[src/rtl/rsv_pkg.sv]
package rsv_pkg;

    // Where a load-locked reservation is placed
    typedef enum logic [1:0] {
        PLACE_REFRESH = 2'd0,   // context already owns a slot
        PLACE_FREE    = 2'd1,   // lowest-numbered empty slot
        PLACE_EVICT   = 2'd2    // table full, replace oldest
    } place_e;

    localparam int GRAN_BITS_DEF = 4;

endpackage

[src/rtl/rsv_slot_cmp.sv]
module rsv_slot_cmp #(
    parameter int GRAN_W = 28,
    parameter int CPU_W  = 2,
    parameter int THR_W  = 2
) (
    input  logic              slot_vld,
    input  logic [GRAN_W-1:0] slot_gran,
    input  logic [CPU_W-1:0]  slot_cpu,
    input  logic [THR_W-1:0]  slot_thr,
    input  logic [GRAN_W-1:0] req_gran,
    input  logic [CPU_W-1:0]  req_cpu,
    input  logic [THR_W-1:0]  req_thr,
    output logic              gran_hit,
    output logic              ctx_hit
);

    always_comb begin
        gran_hit = slot_vld && (slot_gran == req_gran);
        ctx_hit  = slot_vld && (slot_cpu == req_cpu) && (slot_thr == req_thr);
    end

endmodule

[src/rtl/rsv_age_matrix.sv]
module rsv_age_matrix #(
    parameter int N     = 4,
    parameter int IDX_W = 2
) (
    input  logic             clk,
    input  logic             rst_n,
    input  logic             touch,
    input  logic [IDX_W-1:0] touch_idx,
    input  logic [N-1:0]     vld_mask,
    output logic [IDX_W-1:0] oldest_idx
);

    // older[i][j] = 1 : slot i was written before slot j
    typedef struct packed {
        logic [N-1:0][N-1:0] older;
    } age_st_t;

    age_st_t a_d, a_q;
    logic [N-1:0] is_old;

    always_comb begin
        a_d = a_q;
        if (touch) begin
            for (int j = 0; j < N; j++) begin
                a_d.older[touch_idx][j] = 1'b0;
                a_d.older[j][touch_idx] = (IDX_W'(j) != touch_idx);
            end
        end

        for (int i = 0; i < N; i++) begin
            is_old[i] = vld_mask[i];
            for (int j = 0; j < N; j++) begin
                if (j != i && vld_mask[j] && !a_q.older[i][j]) begin
                    is_old[i] = 1'b0;
                end
            end
        end

        oldest_idx = '0;
        for (int i = N-1; i >= 0; i--) begin
            if (is_old[i]) begin
                oldest_idx = IDX_W'(i);
            end
        end
    end

    always_ff @(posedge clk) begin
        if (!rst_n) begin
            a_q <= '0;
        end else begin
            a_q <= a_d;
        end
    end

    AST_ONE_OLDEST: assert property (@(posedge clk) disable iff (!rst_n)
        (|vld_mask) |-> ($countones(is_old) == 1));

endmodule

[src/rtl/rsv_monitor.sv]
module rsv_monitor #(
    parameter int ADDR_W    = 32,
    parameter int CPU_W     = 2,
    parameter int THR_W     = 2,
    parameter int ENTRIES   = 4,
    parameter int GRAN_BITS = rsv_pkg::GRAN_BITS_DEF
) (
    input  logic              clk,
    input  logic              rst_n,
    input  logic              acc_vld,
    input  logic [ADDR_W-1:0] acc_addr,
    input  logic [CPU_W-1:0]  acc_cpu,
    input  logic [THR_W-1:0]  acc_thr,
    input  logic              acc_load,
    input  logic              acc_store,
    input  logic              acc_locked,
    output logic              wr_permit,
    output logic              sc_done,
    output logic              sc_ok
);
    import rsv_pkg::*;

    localparam int GRAN_W = ADDR_W - GRAN_BITS;
    localparam int IDX_W  = (ENTRIES > 1) ? $clog2(ENTRIES) : 1;

    typedef struct packed {
        logic              vld;
        logic [GRAN_W-1:0] gran;
        logic [CPU_W-1:0]  cpu;
        logic [THR_W-1:0]  thr;
    } slot_t;

    typedef struct packed {
        slot_t [ENTRIES-1:0] slot;
        logic                sc_done;
        logic                sc_ok;
    } mon_st_t;

    mon_st_t s_d, s_q;

    logic [GRAN_W-1:0]  req_gran;
    logic               unused_low;
    logic [ENTRIES-1:0] gran_hit;
    logic [ENTRIES-1:0] ctx_hit;
    logic [ENTRIES-1:0] vld_mask;
    logic               do_ll, do_st, do_sc, sc_pass;
    logic               free_found, own_found;
    logic [IDX_W-1:0]   free_idx, own_idx, oldest_idx, tgt_idx;
    place_e             place;

    assign req_gran   = acc_addr[ADDR_W-1:GRAN_BITS];
    assign unused_low = ^acc_addr[GRAN_BITS-1:0];

    for (genvar g = 0; g < ENTRIES; g++) begin : g_slot
        assign vld_mask[g] = s_q.slot[g].vld;
        rsv_slot_cmp #(
            .GRAN_W(GRAN_W), .CPU_W(CPU_W), .THR_W(THR_W)
        ) u_cmp (
            .slot_vld (s_q.slot[g].vld),
            .slot_gran(s_q.slot[g].gran),
            .slot_cpu (s_q.slot[g].cpu),
            .slot_thr (s_q.slot[g].thr),
            .req_gran (req_gran),
            .req_cpu  (acc_cpu),
            .req_thr  (acc_thr),
            .gran_hit (gran_hit[g]),
            .ctx_hit  (ctx_hit[g])
        );
    end

    rsv_age_matrix #(.N(ENTRIES), .IDX_W(IDX_W)) u_age (
        .clk       (clk),
        .rst_n     (rst_n),
        .touch     (do_ll),
        .touch_idx (tgt_idx),
        .vld_mask  (vld_mask),
        .oldest_idx(oldest_idx)
    );

    always_comb begin
        do_ll   = acc_vld && acc_load && acc_locked;
        do_st   = acc_vld && acc_store;
        do_sc   = do_st && acc_locked;
        sc_pass = do_sc && |(gran_hit & ctx_hit);

        wr_permit = do_st && (!acc_locked || sc_pass);

        free_found = 1'b0;
        free_idx   = '0;
        own_found  = 1'b0;
        own_idx    = '0;
        for (int i = ENTRIES-1; i >= 0; i--) begin
            if (!s_q.slot[i].vld) begin
                free_found = 1'b1;
                free_idx   = IDX_W'(i);
            end
            if (ctx_hit[i]) begin
                own_found = 1'b1;
                own_idx   = IDX_W'(i);
            end
        end

        if (own_found) begin
            place   = PLACE_REFRESH;
            tgt_idx = own_idx;
        end else if (free_found) begin
            place   = PLACE_FREE;
            tgt_idx = free_idx;
        end else begin
            place   = PLACE_EVICT;
            tgt_idx = oldest_idx;
        end

        s_d         = s_q;
        s_d.sc_done = do_sc;
        s_d.sc_ok   = sc_pass;

        if (do_st) begin
            for (int i = 0; i < ENTRIES; i++) begin
                if (gran_hit[i]) begin
                    s_d.slot[i].vld = 1'b0;
                end
            end
        end

        if (do_ll) begin
            s_d.slot[tgt_idx].vld  = 1'b1;
            s_d.slot[tgt_idx].gran = req_gran;
            s_d.slot[tgt_idx].cpu  = acc_cpu;
            s_d.slot[tgt_idx].thr  = acc_thr;
        end
    end

    always_ff @(posedge clk) begin
        if (!rst_n) begin
            s_q <= '0;
        end else begin
            s_q <= s_d;
        end
    end

    assign sc_done = s_q.sc_done;
    assign sc_ok   = s_q.sc_ok;

    // ---------------- checks ----------------
    logic [GRAN_W-1:0]  chk_gran_q;
    logic [ENTRIES-1:0] chk_stale;
    logic               chk_dup;

    always_ff @(posedge clk) begin
        if (!rst_n) begin
            chk_gran_q <= '0;
        end else begin
            chk_gran_q <= req_gran;
        end
    end

    always_comb begin
        chk_dup = 1'b0;
        for (int i = 0; i < ENTRIES; i++) begin
            chk_stale[i] = s_q.slot[i].vld && (s_q.slot[i].gran == chk_gran_q);
            for (int j = i + 1; j < ENTRIES; j++) begin
                if (s_q.slot[i].vld && s_q.slot[j].vld &&
                    s_q.slot[i].cpu == s_q.slot[j].cpu &&
                    s_q.slot[i].thr == s_q.slot[j].thr) begin
                    chk_dup = 1'b1;
                end
            end
        end
    end

    AST_LD_ST_EXCL: assert property (@(posedge clk) disable iff (!rst_n)
        acc_vld |-> !(acc_load && acc_store));
    AST_PERMIT_ONLY_STORE: assert property (@(posedge clk) disable iff (!rst_n)
        wr_permit |-> (acc_vld && acc_store));
    AST_PLAIN_STORE_WRITES: assert property (@(posedge clk) disable iff (!rst_n)
        (acc_vld && acc_store && !acc_locked) |-> wr_permit);
    AST_EMPTY_SC_FAILS: assert property (@(posedge clk) disable iff (!rst_n)
        (vld_mask == '0 && acc_vld && acc_store && acc_locked) |-> !wr_permit);
    AST_SC_RESULT: assert property (@(posedge clk) disable iff (!rst_n)
        (acc_vld && acc_store && acc_locked) |=> (sc_done && sc_ok == $past(wr_permit)));
    AST_NO_SC_IDLE: assert property (@(posedge clk) disable iff (!rst_n)
        !(acc_vld && acc_store && acc_locked) |=> (!sc_done && !sc_ok));
    AST_STORE_CLEARS: assert property (@(posedge clk) disable iff (!rst_n)
        (acc_vld && acc_store) |=> (chk_stale == '0));
    AST_ONE_PER_CTX: assert property (@(posedge clk) disable iff (!rst_n)
        !chk_dup);

endmodule

[config.mk]
export PLATFORM = sky130hd
export DESIGN_NAME = rsv_monitor
export DESIGN_NICKNAME = d
export VERILOG_FILES = /design/src/rtl/rsv_pkg.sv /design/src/rtl/rsv_slot_cmp.sv /design/src/rtl/rsv_age_matrix.sv /design/src/rtl/rsv_monitor.sv
export SDC_FILE = /design/constraint.sdc
export NUM_CORES = 1
export LEC_CHECK = 0
export BUFFER_PORTS_ARGS = -buffer_cell sky130_fd_sc_hd__buf_4
export CAP_MARGIN = 10
export CORE_ASPECT_RATIO = 0.5
export CORE_MARGIN = 8
export CORE_UTILIZATION = 50
export CTS_CLUSTER_DIAMETER = 100
export DETAILED_ROUTE_END_ITERATION = 16
export HOLD_SLACK_MARGIN = 0.12
export PLACE_DENSITY = 0.68
export SLEW_MARGIN = 30
export SYNTH_ARGS = -nofsm -noshare
export SYNTH_HDL_FRONTEND = slang
export SYNTH_SLANG_ARGS = --single-unit
[constraint.sdc]
create_clock -name clk -period 3.3 [get_ports clk]
set_input_delay 0.165 -clock clk [delete_from_list [all_inputs] [get_ports clk]]
set_output_delay 0.165 -clock clk [all_outputs]
set_load 0.1 [all_outputs]
==> results of run 1 <==
[worst max-delay path, delay by kind of cell]
family                    cells  cell delay [ns]
AOI/OAI and AO/OA             2             0.30
xor gates and xnor gates      1             0.16
buffers and inverters         4             1.20
and+or+nand+nor               3             0.97
[layer usage]
layer | GRT usage [%] | vias up
li1 | - | 2701
met3 | 4.552 | 21
met5 | 0 | -
met2 | 29.53 | 142
met1 | 24.40 | 2557
met4 | 6.637 | 0
[layout by cell type, fill, tap and decap left out, types with 6 or more instances in the layout]
cell,count
dfxtp_1,146
nand3_1,101
nand2_1,74
o21ai_0,72
xor2_1,62
xnor2_1,60
buf_4,45
mux2i_1,32
o21ai_1,30
dlygate4sd3_1,20
nand4_1,19
nor4_1,18
clkbuf_16,17
a21oi_1,11
inv_1,10
nand2b_1,7
nor2_1,6
[path summary, 6_finish.rpt]
kind                              startpoint            to  slack, ns  cells after the start
worst max-delay path            acc_addr[21]     wr_permit       0.34                     10
worst min-delay path            acc_addr[24]     flip-flop       0.13                      3
worst max register to register       s_q[34]     flip-flop       0.49                      8
worst min register to register  u_age.a_q[9]  u_age.a_q[9]       0.46                      2
[synthesized netlist by cell type (all sizes together) (2+ instances only)]
| cell type | number |
|---|---|
| dfxtp | 146 |
| a311o | 2 |
| xor2 | 62 |
| clkbuf | 49 |
| o31ai | 4 |
| o2111ai | 3 |
| buf | 25 |
| a21o | 2 |
| mux2i | 32 |
| o21a | 3 |
| o21ai | 102 |
| nand2 | 74 |
| a21boi | 2 |
| xnor2 | 60 |
| nor4 | 18 |
| and3 | 2 |
| a211oi | 2 |
| nor2 | 8 |
| nand4 | 20 |
| o221ai | 2 |
| a21oi | 11 |
| inv | 11 |
| a221oi | 3 |
| and4 | 2 |
| nand3 | 101 |
| nor3 | 5 |
| nand2b | 7 |
[final cells by class]
cell class | instances | area (um2)
repair buffers | 69 | 618.1
well taps | 176 | 220.2
inverters | 11 | 41.29
fillers | 1141 | 5469
clock inverters | 12 | 201.4
clock buffers | 20 | 456.7
multi-input cells | 540 | 3508
flip-flops and latches | 146 | 2923
[per-stage QoR]
step                      setup slack (ns)  utilization [%]  instance area [um2]
after floorplan                     0.3645                -                 6807
after global placement              0.6171            52.91                 7111
after detailed placement            0.5698            52.91                 7111
after CTS                           0.3600            59.30                 7969
after global routing                0.2226            59.30                 7969
final                               0.3370            59.30                 7969
[power groups by stage]
stage	clock network (mW)	registers [mW]	logic, mW
final	2.16	1.80	0.319
after global routing	2.27	1.80	0.345
after CTS	2.18	1.80	0.319
after detailed placement	0	1.84	0.297
after global placement	0	1.84	0.295
after floorplan	0	1.83	0.210
[kinds of logic (layout without fill, tap and decap cells)]
kind of cell	Yosys count	in the layout	share of synthesized area, %
AOI/OAI and AO/OA	146	146	13.05
xor gates and xnor gates	122	122	15.70
buffers and inverters	85	112	5.809
DFF	146	146	42.94
muxes	32	32	4.706
and+or+nand+nor	240	240	17.79
==> results_dict.tcl, run 1 <==
set metrics [dict create \
    synth_cell_types 51 \
    clk_pin_slew_ns 0.06 \
    gp_congestion 0.8709 \
    areaGrowthSynthToFinish_pct 17.08 \
    synth_area_leaders "dfxtp_1, xor2_1, xnor2_1" \
    grt_max_degree 129 \
    p_total_mw 4.277 \
    power.density_nw_per_um2 536.7 \
    cts_tree "done" \
    post_cts_buffers 0 \
    vias_per_cell 5.566 \
    instances_no_fill 974 \
    synth.avg_cell_area_um2 8.828 \
    yosys_warnings 0 \
    rsz0062_at_grt "no" \
    wl_met3_um 1024 \
    relSlewSlack_pct 49.58 \
    top_layer "met4" \
    die-area_um2 17830 \
    period_needed_ns 2.963 \
    wl_met2_um 7432 \
    clkSinkCount 146 \
    diodes 0 \
    worstPathCellList "dlygate4sd3_1 > buf_4 > xor2_1 > nor4_1 > nand4_1 > nor4_1 > buf_4 > a221oi_1 > a21oi_1 > buf_4" \
    yosysTopAreaCellShare_pct 42.94 \
    grt_pass1_vias 5129 \
    seqPwrFrac_pct 42.0 \
    yosys.area.top_type "dfxtp_1" \
    clk_path_buf_depth 2 \
    ys_seq_area_share_pct 42.94 \
    leakagePower_nw 2.889 \
    final-setup-viol-count 0 \
    critPathSlowestCell "dlygate4sd3_1" \
    clock_latency_ns 0.42 \
    crit_path_end_kind "output port" \
    initialDrtViolationCount 467 \
    hold_buffers 20 \
    final-max-slew-violation-count 0 \
    nNetsFinal 827 \
    die_w_um 181.0 \
    async_flop_share_pct 0 \
    cp-start-kind "input port" \
    skew_ns 0.01299 \
    internal_power_mw 3.300 \
    ir_drop_uv 404.2 \
    wl_per_cell_um 16.75 \
    tightestPinTransition_ns 0.7527 \
    netlist_area_um2 6807 \
    cts-root-buf "clkbuf_16" \
    drc 0 \
    ctsResizeCount 0 \
    clockPowerShare_pct 50.5 \
    synth-edff-count 0 \
    antenna_found_initial 0 \
    drtAntennaViolNets 0 \
    hold_ws_ns 0.1331 \
    crit_arrival_ns 2.80 \
    swShare_pct 22.84 \
    cts_inserted_buffers 17 \
    crit_top_cell "buf_4" \
    dp.cells 922 \
    fp.dieH_um 98.50 \
    firstDrtPassIters 7 \
    cp_max_fo 5 \
    p_comb_share_pct 7.5 \
    max_freq_mhz 337.5 \
    hold_viol 0 \
    grt_util_all_layers_pct 18.62 \
    vias 5421 \
    hold_path.class "input port to flip-flop" \
    htreeDepth 4 \
    num_io_pins 45 \
    critPathRequiredTime_ns 3.13 \
    p_sw_uw 976.7 \
    drive_gt1_share_pct 11.40 \
    grt_pass1_wl_um 26740 \
    routed_wl_um 16310 \
    synthCells 771 \
    cpPeakStageDelay_ns 0.54 \
    initial_utilization_pct 50.65 \
    dp_hpwl_um 10890 \
    syn_nets 813 \
    drv_cap 0 \
    worst-setup-path-type "input port to output port" \
    ys.flop_type "dfxtp_1" \
    drt-met1-wl_um 7633 \
    num_rows 30 \
    fin_crit_sh_pct 89.79 \
    yosys_register_bits 146 \
    io_buffers 40 \
    tns_ns 0 \
    core_area_um2 13440 \
    overflow 0 \
    run_status "completed" \
]
(Power assumes the default switching activity.)
==> run 2: changes to the inputs <==
ABC_AREA = 1   (was unset)
CORE_UTILIZATION = 55   (was 50)
PLACE_DENSITY = 0.73   (was 0.68)
==> run 2 against run 1 <==
Synthesized area is 14% higher. Clock skew fell by 0.0026 ns. Clock-buffer cell count fell by 1. Critical path depth grew 5. Sequential share of layout area is 3.4 points lower. Die area is 3.1% higher. Routed wire length is 12% higher. Setup slack improved by 0.27 ns. Cell count is 35% higher.
==> results_dict.tcl, run 2 <==
set metrics [dict create \
    run_status "completed" \
    place_ws_ns 0.7173 \
    grt_util_all_layers_pct 20.61 \
    hold_viol 0 \
    worst_path_dominant_cell_family "buffers and inverters" \
    die_w_um 183.9 \
    drc 0 \
    num_io_pins 45 \
    vias_per_cell 5.226 \
    drv_cap 0 \
    yosysMostFrequentCell "nand2_1" \
    initial_utilization_pct 56.76 \
    yosys_register_bits 146 \
    hold_path.class "input port to flip-flop" \
    cp-start-kind "input port" \
    crit_top_cell "nand2_1" \
    core_area_um2 13660 \
    gp_congestion 0.8422 \
    final_cell_mix "nand2_1, nand3_1, dfxtp_1" \
    relSlewSlack_pct 49.48 \
    cpPeakStageDelay_ns 0.68 \
    areaGrowthSynthToFinish_pct 13.39 \
    worst-setup-path-type "input port to flip-flop" \
    synth_common_cells "nand2_1, nand3_1, dfxtp_1" \
    yosysTopAreaCellShare_pct 37.69 \
    io_buffers 40 \
    antenna_found_initial 0 \
    fin_crit_sh_pct 81.73 \
    fin_ws_ns 0.6029 \
    yosys_warnings 0 \
    initialDrtViolationCount 551 \
    ys.flop_type "dfxtp_1" \
    tns_ns 0 \
    synth.avg_cell_area_um2 7.031 \
    fp.dieH_um 99.97 \
    vias 6893 \
    leakagePower_nw 3.839 \
    grt_max_degree 87 \
    final_common_cell "nand2_1" \
    critPathSlowestCell "buf_4" \
    clk_path_buf_depth 2 \
    clock_latency_ns 0.42 \
    num_rows 30 \
    drive_gt1_share_pct 10.12 \
    htreeDepth 4 \
    firstDrtPassIters 5 \
    max_freq_mhz 370.8 \
    hold_ws_ns 0.2029 \
    dp_hpwl_um 11120 \
    rsz0062_at_grt "no" \
    ir_drop_uv 296.0 \
    ctsResizeCount 0 \
    path_buf_inv 4 \
    crit_arrival_ns 3.00 \
    clk_pin_slew_ns 0.06 \
    syn_nets 1145 \
    diodes 0 \
    grt_pass1_vias 6386 \
    synthCells 1103 \
    final-max-slew-violation-count 0 \
    cts_tree "done" \
    power.density_nw_per_um2 467.7 \
    die-area_um2 18390 \
    ys_seq_area_share_pct 37.69 \
    synth_area_leaders "dfxtp_1, nand3_1, nand2_1" \
    grt_pass1_wl_um 31150 \
    yosys.area.top_type "dfxtp_1" \
    nNetsFinal 1156 \
    wl_per_cell_um 13.81 \
    routed_wl_um 18210 \
    p_total_mw 4.113 \
    drtAntennaViolNets 0 \
    final-setup-viol-count 0 \
    cts_inserted_buffers 17 \
    cts-root-buf "clkbuf_16" \
    synth_cell_types 27 \
    clkSinkCount 146 \
    synth-edff-count 0 \
    async_flop_share_pct 0 \
    overflow 0 \
    period_needed_ns 2.697 \
    crit_path_end_kind "flip-flop" \
    cp_max_fo 67 \
    critPathRequiredTime_ns 3.60 \
    post_cts_buffers 0 \
    tightestPinTransition_ns 0.7552 \
    hold_buffers 33 \
    skew_ns 0.01041 \
    netlist_area_um2 7755 \
    worstPathCellList "dlygate4sd3_1 > buf_4 > inv_2 > nand2_1 > o21ai_0 > nor2_1 > nand3_1 > nand2_1 > nor2_1 > nand2_1 > nand2_4 > buf_4 > nand3_1 > nand2_1 > nor2_1" \
]
## run 2: cell types whose count changed after synthesis, sizes merged, moves of 32 or more
cell / previous run / this run
o21ai: 102 / 6
nand3: 101 / 224
nand2: 74 / 274
nor2: 8 / 93
inv: 11 / 70
xor2: 62 / 6
mux2i: 32 / 0
xnor2: 60 / 96
## run 2: cells by family after synthesis
logic type / count (synthesis) / synth area share (%)
XOR/XNOR: 102 / 11.52
AO/OA/AOI/OAI: 48 / 3.340
buffers and inverters: 161 / 9.987
AND/OR/NAND/NOR: 646 / 37.46
flip-flops: 146 / 37.69
## run 2: metrics by stage
step	cell area, um2	utilization, %	cells
2_1_floorplan	7755	-	1103
3_3_place_gp	7875	57.64	1254
3_5_place_dp	7875	57.64	1254
4_1_cts	8793	64.36	1319
5_1_grt	8793	64.36	1319
6_report	8793	64.36	1319
## run 2: worst paths after layout
check	from	end	slack, ns	cells past startpoint
worst max register to register	s_q[100]	flip-flop	0.66	14
worst min-delay path	rst_n	flip-flop	0.20	3
worst max-delay path	acc_thr[1]	flip-flop	0.60	15
worst min register to register	u_age.a_q[9]	u_age.a_q[9]	0.46	2
## run 2: tightest hold or removal path: cells and delay by family
| kind | cells | cell delay, ns |
|---|---|---|
| buf+inv | 1 | 0.23 |
| simple gates | 2 | 0.16 |
## run 2: routing by layer
metal	global-route usage (%)	vias up	part of all wire (%)
met2	32.98	152	44
met4	6.038	0	1.2
li1	-	3555	-
met1	27.84	3164	49
met5	0	-	0
met3	3.929	22	5.4
## run 2: where the power goes
group          internal, mW  leakage (nW)  total [mW]  switching, mW
Combinational         0.154          2.37       0.392          0.238
Clock                  1.15         0.289        1.92          0.769
Sequential             1.78          1.18        1.80         0.0151
Total                  3.09          3.84        4.11           1.02
## run 2: cell type report
type / instances / area (um2)
Clock buffer: 19 / 452.9
Clock inverter: 13 / 135.1
Fill cell: 1230 / 4870
Inverter: 70 / 262.8
Multi-Input combinational cell: 796 / 4058
Sequential cell: 146 / 2923
Tap cell: 192 / 240.2
Timing Repair Buffer: 83 / 721.9
